`src/rtl/mx_scale_fetch_pkg.sv`:
```
package mx_scale_fetch_pkg;

  localparam int SCALE_W    = 8;
  localparam int PAIR_W     = 2 * SCALE_W;
  localparam int EXP_W      = 10;
  localparam int SCALE_BIAS = 127;
  localparam logic [SCALE_W-1:0] SCALE_NAN = 8'hFF;

  typedef struct packed {
    logic load;   // capture the walk's first pair address
    logic emit;   // decode current pair, advance address
    logic last;   // this emission closes the walk
  } msfStrobe_t;

endpackage

```
`src/rtl/mx_scale_fetch_ctrl.sv`:
```
module mx_scale_fetch_ctrl
  import mx_scale_fetch_pkg::*;
#(
  parameter int VL_W = 16
) (
  input  logic            clk,
  input  logic            rstN,
  input  logic            start,
  input  logic [1:0]      sewSel,
  input  logic [2:0]      lambdaSel,
  input  logic            bsSel,
  input  logic [VL_W-1:0] vl,
  input  logic            overlapV0,
  input  logic            intInput,
  input  logic            fmtA,
  input  logic            fmtB,
  output msfStrobe_t      strobe,
  output logic            busy,
  output logic            illegal
);

  localparam int SUM_W = VL_W + 1;
  localparam int BLK_W = VL_W - 3;

  typedef enum logic {IDLE, RUN} state_t;

  state_t          stateQ;
  logic [BLK_W-1:0] leftQ;
  logic [BLK_W-1:0] blockCount;
  logic [SUM_W-1:0] padSum;
  logic             badCfg;
  logic             accept;
  logic             illegalQ;

  // number of blocks = ceil(vl / BS)
  always_comb begin
    if (bsSel) begin
      padSum     = SUM_W'(vl) + SUM_W'(15);
      blockCount = BLK_W'(padSum >> 4);
    end else begin
      padSum     = SUM_W'(vl) + SUM_W'(31);
      blockCount = BLK_W'(padSum >> 5);
    end
  end

  assign badCfg = ((sewSel == 2'd0) && (lambdaSel == 3'd0))
                | overlapV0
                | (intInput & (fmtA | fmtB));

  assign accept = start && (stateQ == IDLE);

  always_comb begin
    strobe      = '0;
    strobe.load = accept && !badCfg && (blockCount != '0);
    strobe.emit = (stateQ == RUN);
    strobe.last = (stateQ == RUN) && (leftQ == '0);
  end

  always_ff @(posedge clk or negedge rstN) begin
    if (!rstN) begin
      stateQ   <= IDLE;
      leftQ    <= '0;
      illegalQ <= 1'b0;
    end else begin
      illegalQ <= accept && badCfg;
      case (stateQ)
        IDLE: begin
          if (strobe.load) begin
            stateQ <= RUN;
            leftQ  <= blockCount - BLK_W'(1);
          end
        end
        RUN: begin
          if (leftQ == '0) stateQ <= IDLE;
          else             leftQ  <= leftQ - BLK_W'(1);
        end
        default: stateQ <= IDLE;
      endcase
    end
  end

  assign busy    = (stateQ == RUN);
  assign illegal = illegalQ;

endmodule

```
`src/rtl/mx_scale_fetch_dp.sv`:
```
module mx_scale_fetch_dp
  import mx_scale_fetch_pkg::*;
#(
  parameter int VLEN  = 256,
  parameter int ROW_W = 8
) (
  input  logic                    clk,
  input  logic                    rstN,
  input  msfStrobe_t              strobe,
  input  logic [1:0]              sewSel,
  input  logic [2:0]              lambdaSel,
  input  logic [ROW_W-1:0]        rowIdx,
  input  logic [VLEN-1:0]         v0Img,
  output logic                    outValid,
  output logic signed [EXP_W-1:0] outExp,
  output logic                    outNan,
  output logic                    outLast
);

  localparam int PAIRS  = VLEN / PAIR_W;
  localparam int ADDR_W = $clog2(PAIRS);
  localparam int BASE_W = ROW_W + 10;

  logic [PAIR_W-1:0] pairArr [PAIRS];
  logic [ADDR_W-1:0] addrQ;
  logic [ADDR_W-1:0] loadAddr;
  logic [3:0]        shiftAmt;
  logic [PAIR_W-1:0] curPair;
  logic [SCALE_W-1:0] scaleA, scaleB;
  logic              pairNan;
  logic signed [EXP_W-1:0] pairExp;

  for (genvar j = 0; j < PAIRS; j++) begin : g_pair
    assign pairArr[j] = v0Img[j*PAIR_W +: PAIR_W];
  end

  // stride = lambda*SEW/16 = 2^(lambdaSel + sewSel - 1)
  assign shiftAmt = 4'(sewSel) + 4'(lambdaSel) - 4'd1;
  assign loadAddr = ADDR_W'(BASE_W'(rowIdx) << shiftAmt);

  assign curPair = pairArr[addrQ];
  assign scaleA  = curPair[SCALE_W-1:0];
  assign scaleB  = curPair[PAIR_W-1:SCALE_W];
  assign pairNan = (scaleA == SCALE_NAN) || (scaleB == SCALE_NAN);
  assign pairExp = $signed({2'b00, scaleA}) + $signed({2'b00, scaleB})
                 - EXP_W'(2 * SCALE_BIAS);

  always_ff @(posedge clk or negedge rstN) begin
    if (!rstN) begin
      addrQ    <= '0;
      outValid <= 1'b0;
      outExp   <= '0;
      outNan   <= 1'b0;
      outLast  <= 1'b0;
    end else begin
      outValid <= strobe.emit;
      outLast  <= strobe.emit && strobe.last;
      if (strobe.load) begin
        addrQ <= loadAddr;
      end else if (strobe.emit) begin
        addrQ <= addrQ + ADDR_W'(1);
      end
      if (strobe.emit) begin
        outNan <= pairNan;
        outExp <= pairNan ? '0 : pairExp;
      end
    end
  end

endmodule

```
`src/rtl/mx_scale_fetch.sv`:
```
module mx_scale_fetch
  import mx_scale_fetch_pkg::*;
#(
  parameter int VLEN  = 256,
  parameter int ROW_W = 8,
  parameter int VL_W  = 16
) (
  input  logic                    clk,
  input  logic                    rstN,
  input  logic                    start,
  input  logic [1:0]              sewSel,
  input  logic [2:0]              lambdaSel,
  input  logic                    bsSel,
  input  logic [VL_W-1:0]         vl,
  input  logic [ROW_W-1:0]        rowIdx,
  input  logic [VLEN-1:0]         v0Img,
  input  logic                    overlapV0,
  input  logic                    intInput,
  input  logic                    fmtA,
  input  logic                    fmtB,
  output logic                    busy,
  output logic                    illegal,
  output logic                    outValid,
  output logic signed [EXP_W-1:0] outExp,
  output logic                    outNan,
  output logic                    outLast
);

  msfStrobe_t strobe;

  mx_scale_fetch_ctrl #(.VL_W(VL_W)) u_ctrl (
    .clk(clk), .rstN(rstN), .start(start), .sewSel(sewSel),
    .lambdaSel(lambdaSel), .bsSel(bsSel), .vl(vl),
    .overlapV0(overlapV0), .intInput(intInput), .fmtA(fmtA), .fmtB(fmtB),
    .strobe(strobe), .busy(busy), .illegal(illegal)
  );

  mx_scale_fetch_dp #(.VLEN(VLEN), .ROW_W(ROW_W)) u_dp (
    .clk(clk), .rstN(rstN), .strobe(strobe), .sewSel(sewSel),
    .lambdaSel(lambdaSel), .rowIdx(rowIdx), .v0Img(v0Img),
    .outValid(outValid), .outExp(outExp), .outNan(outNan), .outLast(outLast)
  );

endmodule

```
`config.mk`:
```
export PLATFORM = sky130hd
export DESIGN_NAME = mx_scale_fetch
export DESIGN_NICKNAME = d
export VERILOG_FILES = /design/src/rtl/mx_scale_fetch_pkg.sv /design/src/rtl/mx_scale_fetch_ctrl.sv /design/src/rtl/mx_scale_fetch_dp.sv /design/src/rtl/mx_scale_fetch.sv
export SDC_FILE = /design/constraint.sdc
export NUM_CORES = 1
export LEC_CHECK = 0
export CAP_MARGIN = 20
export CORE_AREA = 2 2 118 120
export CTS_BUF_LIST = sky130_fd_sc_hd__clkbuf_4 sky130_fd_sc_hd__clkbuf_8
export DETAILED_ROUTE_END_ITERATION = 6
export DIE_AREA = 0 0 120 122
export DONT_BUFFER_PORTS = 1
export GPL_TIMING_DRIVEN = 0
export SYNTH_ARGS = -nofsm -noshare
export SYNTH_HDL_FRONTEND = slang
export SYNTH_SLANG_ARGS = --single-unit
```
`constraint.sdc`:
```
create_clock -name clk -period 8.7 [get_ports clk]
set_clock_uncertainty 0.15 [all_clocks]
set_input_delay 2.61 -clock clk [delete_from_list [all_inputs] [get_ports clk]]
set_output_delay 2.61 -clock clk [all_outputs]
set_load 0.01 [all_outputs]
```
## After elaboration in Yosys (flattened, before gate mapping)

Cells that the tools add are included.

- Register bits after elaboration: 32
- Output and inout bits: 15
- Word-level logic and storage cells: 57

- $add $sub $neg: 9
- Order comparisons: 1
- Equal/unequal tests: 4
- Shift operators: 1
- Multiplexer cells: 13
- Bitwise logic cells: 6
- Reduce and logical (&&, ||, !) cells: 15

Operator list:

| operator | count |
|---|---|
| 16-bit binary-select mux with 4-bit select | 1 |
| 13-bit 2-to-1 mux | 3 |
| 16-bit 2-to-1 mux | 2 |
| 13-bit case mux with 2 select lines | 1 |
| 13-bit by 1-bit subtractor with 13-bit output (second input constant) | 2 |
| 16-bit by 4-bit adder with 17-bit output (second input constant) | 1 |
| 16-bit by 5-bit adder with 17-bit output (second input constant) | 1 |
| 8-bit equality test (second input constant) | 2 |
| 13-bit logical NOT | 1 |
| 13-bit nonzero test | 1 |
| 10-bit 2-to-1 mux | 1 |
| 10-bit by 9-bit subtractor with 10-bit output (second input constant) | 1 |
| 8-bit by 8-bit adder with 9-bit output | 1 |
| 4-bit 2-to-1 mux | 2 |
| 8-bit by 4-bit << shifter with 4-bit output | 1 |
| 1-bit logical AND | 7 |
| 5-bit >= comparator (second input constant) | 1 |
| 4-bit inverter with 5-bit output | 1 |
| 2-bit by 3-bit adder with 4-bit output | 1 |
| 4-bit by 1-bit adder with 4-bit output (second input constant) | 1 |
| 2-bit != test (second input constant) | 2 |
| 4-bit by 1-bit subtractor with 4-bit output (second input constant) | 1 |
| 3-bit logical NOT | 1 |
| 1-bit bitwise OR | 3 |
| other kinds (9) | 10 |

## Logic depth before layout (Yosys ltp)

- Depth in word-level cells: 9
- Mapped depth: 20
- Mapped depth without buffers: 17

## Hierarchy

Synthesis repeated with hierarchy kept, for this count alone.

- Cell total of the unflattened synthesis: 548
- Area total of the unflattened synthesis: 5492.8 um2

Modules (own cells, without submodules):

| module | times used | cells each | area an instance (um2) | seq. area each (um2) |
|---|---|---|---|---|
| mx_scale_fetch_dp | 1 | 294 | 3497.1 | 425.4 |
| mx_scale_fetch_ctrl | 1 | 254 | 1995.7 | 375.4 |

## Worst setup path after synthesis

Ideal clock, no wire load.

- Path kind: input -> register
- Start point: in vl[3]
- End point: reg u_ctrl.leftQ[12]
- Arrival time: 5568 ps
- Required time: 8474 ps
- Slack: 2905 ps
- Cell stages on the path: 13
- Path buffers: 2
- Cells stage by stage: or4_1 -> clkbuf_1 -> buf_2 -> o211ai_1 -> o21ai_0 -> o31a_1 -> ha_1 -> nor4b_1 -> a41oi_1 -> and4bb_1 -> or3_1 -> and3_1 -> o21ai_1

- Cells in the longest elaborated chain, start to end: 6

RTL lines:

| item | line | RTL |
|---|---|---|
| start: declaration | mx_scale_fetch.sv:14 | `input logic [VL_W-1:0] vl,` |
| 16-bit by 5-bit adder with 17-bit output or 16-bit by 4-bit adder with 17-bit output (tied branches) | mx_scale_fetch_ctrl.sv:41, mx_scale_fetch_ctrl.sv:38 |  |
| 13-bit 2-to-1 mux * | mx_scale_fetch_ctrl.sv:37 | `if (bsSel) begin` |
| parallel branches: the longest is 4 deep, another holds 13-bit by 1-bit subtractor with 13-bit output | n/a |  |
| end signal: assignment | mx_scale_fetch_ctrl.sv:70 | `leftQ <= blockCount - BLK_W'(1);` |
| end signal: assignment | mx_scale_fetch_ctrl.sv:75 | `else leftQ <= leftQ - BLK_W'(1);` |
| end: declaration | mx_scale_fetch_ctrl.sv:28 | `logic [BLK_W-1:0] leftQ;` |

Mark *: on every way between the ends. The select of a mux whose other input is x is not followed.
A chain may end at the register's enable or synchronous reset.

## Worst setup path after layout

- Start point: in bsSel
- End point: reg u_dp.addrQ[0]

- Cells in the longest elaborated chain, start to end: 4

RTL lines:

| item | line | RTL |
|---|---|---|
| start: declaration | mx_scale_fetch.sv:13 | `input logic bsSel,` |
| 13-bit 2-to-1 mux * | mx_scale_fetch_ctrl.sv:37 |  |
| 13-bit nonzero test * | mx_scale_fetch_ctrl.sv:54 | `strobe.load = accept && !badCfg && (blockCount != '0);` |
| 1-bit logical AND * | mx_scale_fetch_ctrl.sv:54 |  |
| 4-bit 2-to-1 mux or 2-bit nonzero test (tied branches) | n/a |  |
| end signal: assignment | mx_scale_fetch_dp.sv:59 | `addrQ <= loadAddr;` |
| end signal: assignment | mx_scale_fetch_dp.sv:61 | `addrQ <= addrQ + ADDR_W'(1);` |
| end: declaration | mx_scale_fetch_dp.sv:25 | `logic [ADDR_W-1:0] addrQ;` |

Every way passes the cells marked *; elsewhere a longest branch is shown, timed or not.

==> qor.tcl <==
set qor(slew_viol_final) 0
set qor(synthTopCellsByCount) {sky130_fd_sc_hd__nand2_1, sky130_fd_sc_hd__mux2i_1, sky130_fd_sc_hd__o21ai_0}
set qor(grt_antenna_before_repair) 18
set qor(layout-drive-gt1-share) 0.1222
set qor(place_hpwl_mm) 18.96
set qor(min-delay-path-class) {flop to flop}
set qor(cap_viol_max_count) 0
set qor(h_tree_level_count) 2
set qor(first_global_vias) 5234
set qor(grt.overflow.total) 0
set qor(grt_setup_unrepaired) {no}
set qor(synth-edff-count) 0
set qor(total_internal_power_uw) 1201
set qor(initial_standard_cell_utilization_of_the_core) 0.3852
set qor(flow.area_growth_from_synthesis_pct) 7.144
set qor(timing.final.crit_period_ns) 5.996
set qor(io_pins) 308
set qor(syn_area_per_cell_sq_um) 8.485
set qor(critPathLaunchType) {input port}
set qor(postLayoutSetupSlackWorst_ns) 2.704
set qor(gr-usage-all-layers) 0.2916
set qor(postSynth.asyncResetShare) 1.000
set qor(share_of_the_synthesized_area_in_the_top_cell_type) 0.1540
set qor(clk_latency_ns) 0.28
set qor(detail_route.iter0.violations) 584
set qor(grt_max_degree) 33
set qor(grtUsageMet1) 0.3803
set qor(design.final.nets) 931
set qor(antenna_left) 0
set qor(syn_inst) 613
set qor(netSwitchingPower_uw) 1356
set qor(timing.critical_path.to_type) {flop}
set qor(synth-seq-area-share) 0.1540
set qor(layer_with_the_highest_usage_after_global_routing) {met2}
set qor(floorplan.die.width_microns) 120
set qor(clock_buffer_count_from_cts) 5
set qor(post_route_wl_mm) 22.60
set qor(status) {completed}
set qor(report.final.setup_viol) 0
set qor(fp-row-count) 43
set qor(average_vias_per_placed_instance) 6.698
set qor(power.sequential.fraction) 0.124
set qor(avgRoutedWirePerCell_microns) 27.77
set qor(timing_worst_slew_pin_value_ns) 1.081
set qor(critPathRequiredTime_ns) 8.74
set qor(synth_seq_cells) 32
set qor(worst-path-max-fanout) 10
set qor(largest_cells_by_area_after_synthesis) {sky130_fd_sc_hd__dfrtp_1, sky130_fd_sc_hd__mux4_2, sky130_fd_sc_hd__mux2i_1}
set qor(critPathArrivalTime_ns) 6.04
set qor(synth-warning-count) 0
set qor(fmax_mhz) 166.8
set qor(final_period_util) 0.6891
set qor(gp_congestion) 0.9024
set qor(die_y_microns) 122
set qor(power_frac_clock) 0.049
set qor(grtUsageMet2) 0.4286
set qor(power.ir.vdd_worst_v) 0.0002057
set qor(power_frac_comb) 0.827
set qor(synth_ff_type) {sky130_fd_sc_hd__dfrtp_1}
set qor(syn-cell-area_sq_um) 5201
set qor(die_area_sq_um) 14640
set qor(p_leak_uw) 0.002094
set qor(synthMostInstantiatedCell) {sky130_fd_sc_hd__nand2_1}
set qor(cts-hold-fix-buffers) 0
set qor(first_pass_iters) 5
set qor(route.vias.total) 5452
set qor(clk_tree_root_cell) {sky130_fd_sc_hd__clkbuf_8}
set qor(timing.max_slew.rel_slack) 0.2791
set qor(setup_total_negative_slack_ns) 0
set qor(post-synth-top-area-cell) {sky130_fd_sc_hd__dfrtp_1}
set qor(path_clk_slew_ns) 0.07
set qor(pre_cts_ws_ns) 2.538
set qor(grt.met3_usage) 0.1376
set qor(ctsLongestPathBuffers) 2
set qor(post-route-drc-count) 0
set qor(swShare) 0.5305
set qor(criticalPathCategory) {input port to flop}
set qor(place.port_buffers) 0
set qor(postCtsResizedCells) 0
set qor(cellPowerDensity_nw_per_um2) 458.8
set qor(cts.sinks) 32
set qor(post_cts_buffers) 0
set qor(core_sq_um) 13500
set qor(cts_tree) {yes}
set qor(finalHoldViolations) 0
set qor(synth_cell_type_count) 71
set qor(grt_first_pass_wirelength_mm) 31.69
set qor(syn_nets) 922
[cell type report]
type	count	area, sq um
Clock buffer	7	96.34
Sequential cell	32	800.8
Antenna cell	12	30.03
Buffer	49	197.7
Timing Repair Buffer	2	20.02
Inverter	21	78.83
Tap cell	180	225.2
Multi-Input combinational cell	511	4124
Fill cell	1381	7931
[state kept, by name, summed over array words and instances (netlist names)]
name and cells:
u_dp.addrQ 4, u_ctrl.illegal 1, u_ctrl.leftQ 13, u_dp.outExp 10, u_dp.outLast 1, u_dp.outValid 1, u_ctrl.busy 1, u_dp.outNan 1
[cells by family after synthesis]
family          synth area share
compound gates            0.2485
xor+xnor                 0.05389
mux                       0.2843
fa+ha+maj                0.04330
flops                     0.1540
buf+inv                  0.05316
simple gates              0.1629
[through the flow]
step	power (uW)	cells	instance area, sq um	util	hold slack [ns]
floorplan	1902	613	5201	-	0.2830
global placement	2351	793	5426	0.4018	0.3004
detailed placement	2398	794	5431	0.4022	0.3062
CTS	2535	801	5528	0.4093	0.3239
global route	2772	808	5558	0.4116	0.3321
finish	2557	814	5573	0.4127	0.3247
[worst paths after layout]
path                                from         endpoint  slack [ns]  cells past startpoint
min in group asynchronous           rstN  u_ctrl.leftQ[8]        1.87                      0
hold reg to reg              u_ctrl.busy    u_dp.outValid        0.32                      0
setup / recovery                   bsSel    u_dp.addrQ[0]        2.70                     11
max in group asynchronous           rstN   u_dp.outExp[0]        6.44                      0
setup reg to reg           u_dp.addrQ[0]   u_dp.outExp[8]        3.52                     19
hold / removal               u_ctrl.busy    u_dp.outValid        0.32                      0
[power groups by stage]
stage | Clock, uW | Sequential [uW] | Combinational [uW]
6_report | 124 | 318 | 2110
5_1_grt | 134 | 328 | 2310
4_1_cts | 127 | 318 | 2090
3_5_place_dp | 0 | 320 | 2080
3_3_place_gp | 0 | 320 | 2030
2_1_floorplan | 0 | 294 | 1610
[placed cells by master, fill, tap and decap left out, types with 4 or more instances in the layout]
| cell type | instances |
|---|---|
| sky130_fd_sc_hd__diode_2 | 12 |
| sky130_fd_sc_hd__inv_1 | 20 |
| sky130_fd_sc_hd__nor4_1 | 5 |
| sky130_fd_sc_hd__mux2i_1 | 60 |
| sky130_fd_sc_hd__mux4_2 | 32 |
| sky130_fd_sc_hd__nor3_1 | 16 |
| sky130_fd_sc_hd__a211oi_1 | 7 |
| sky130_fd_sc_hd__a21o_1 | 5 |
| sky130_fd_sc_hd__buf_2 | 12 |
| sky130_fd_sc_hd__clkbuf_8 | 7 |
| sky130_fd_sc_hd__nor2b_1 | 6 |
| sky130_fd_sc_hd__a221oi_1 | 19 |
| sky130_fd_sc_hd__nand4_1 | 11 |
| sky130_fd_sc_hd__dfrtp_1 | 32 |
| sky130_fd_sc_hd__nand2_1 | 64 |
| sky130_fd_sc_hd__o21ai_0 | 39 |
| sky130_fd_sc_hd__a22oi_1 | 20 |
| sky130_fd_sc_hd__o211ai_1 | 6 |
| sky130_fd_sc_hd__ha_1 | 14 |
| sky130_fd_sc_hd__buf_1 | 4 |
| sky130_fd_sc_hd__xor2_1 | 6 |
| sky130_fd_sc_hd__mux2_2 | 14 |
| sky130_fd_sc_hd__a311oi_1 | 4 |
| sky130_fd_sc_hd__nor2_1 | 25 |
| sky130_fd_sc_hd__o2bb2ai_1 | 11 |
| sky130_fd_sc_hd__and3_1 | 4 |
| sky130_fd_sc_hd__a21oi_1 | 31 |
| sky130_fd_sc_hd__xnor2_1 | 26 |
| sky130_fd_sc_hd__o21a_1 | 4 |
| sky130_fd_sc_hd__a211o_1 | 4 |
| sky130_fd_sc_hd__clkbuf_1 | 34 |
| sky130_fd_sc_hd__nand3_1 | 15 |
| sky130_fd_sc_hd__or3_1 | 4 |
[worst max-delay path: stages]
cell,delay [ns]
sky130_fd_sc_hd__clkbuf_1,0.29
sky130_fd_sc_hd__buf_2,0.30
sky130_fd_sc_hd__clkbuf_1,0.40
sky130_fd_sc_hd__clkbuf_1,0.42
sky130_fd_sc_hd__a311oi_1,0.17
sky130_fd_sc_hd__a311oi_1,0.47
sky130_fd_sc_hd__a311oi_1,0.17
sky130_fd_sc_hd__a31oi_1,0.45
sky130_fd_sc_hd__clkbuf_1,0.45
sky130_fd_sc_hd__nand4_1,0.17
sky130_fd_sc_hd__o21ai_0,0.11
[metal layers]
layer	share of wire	wire length (microns)
met4	0.024	542
met3	0.14	3236
met5	0.0036	82
met2	0.43	9758
met1	0.40	8983
No activity file was read; power rests on OpenSTA's default activity.
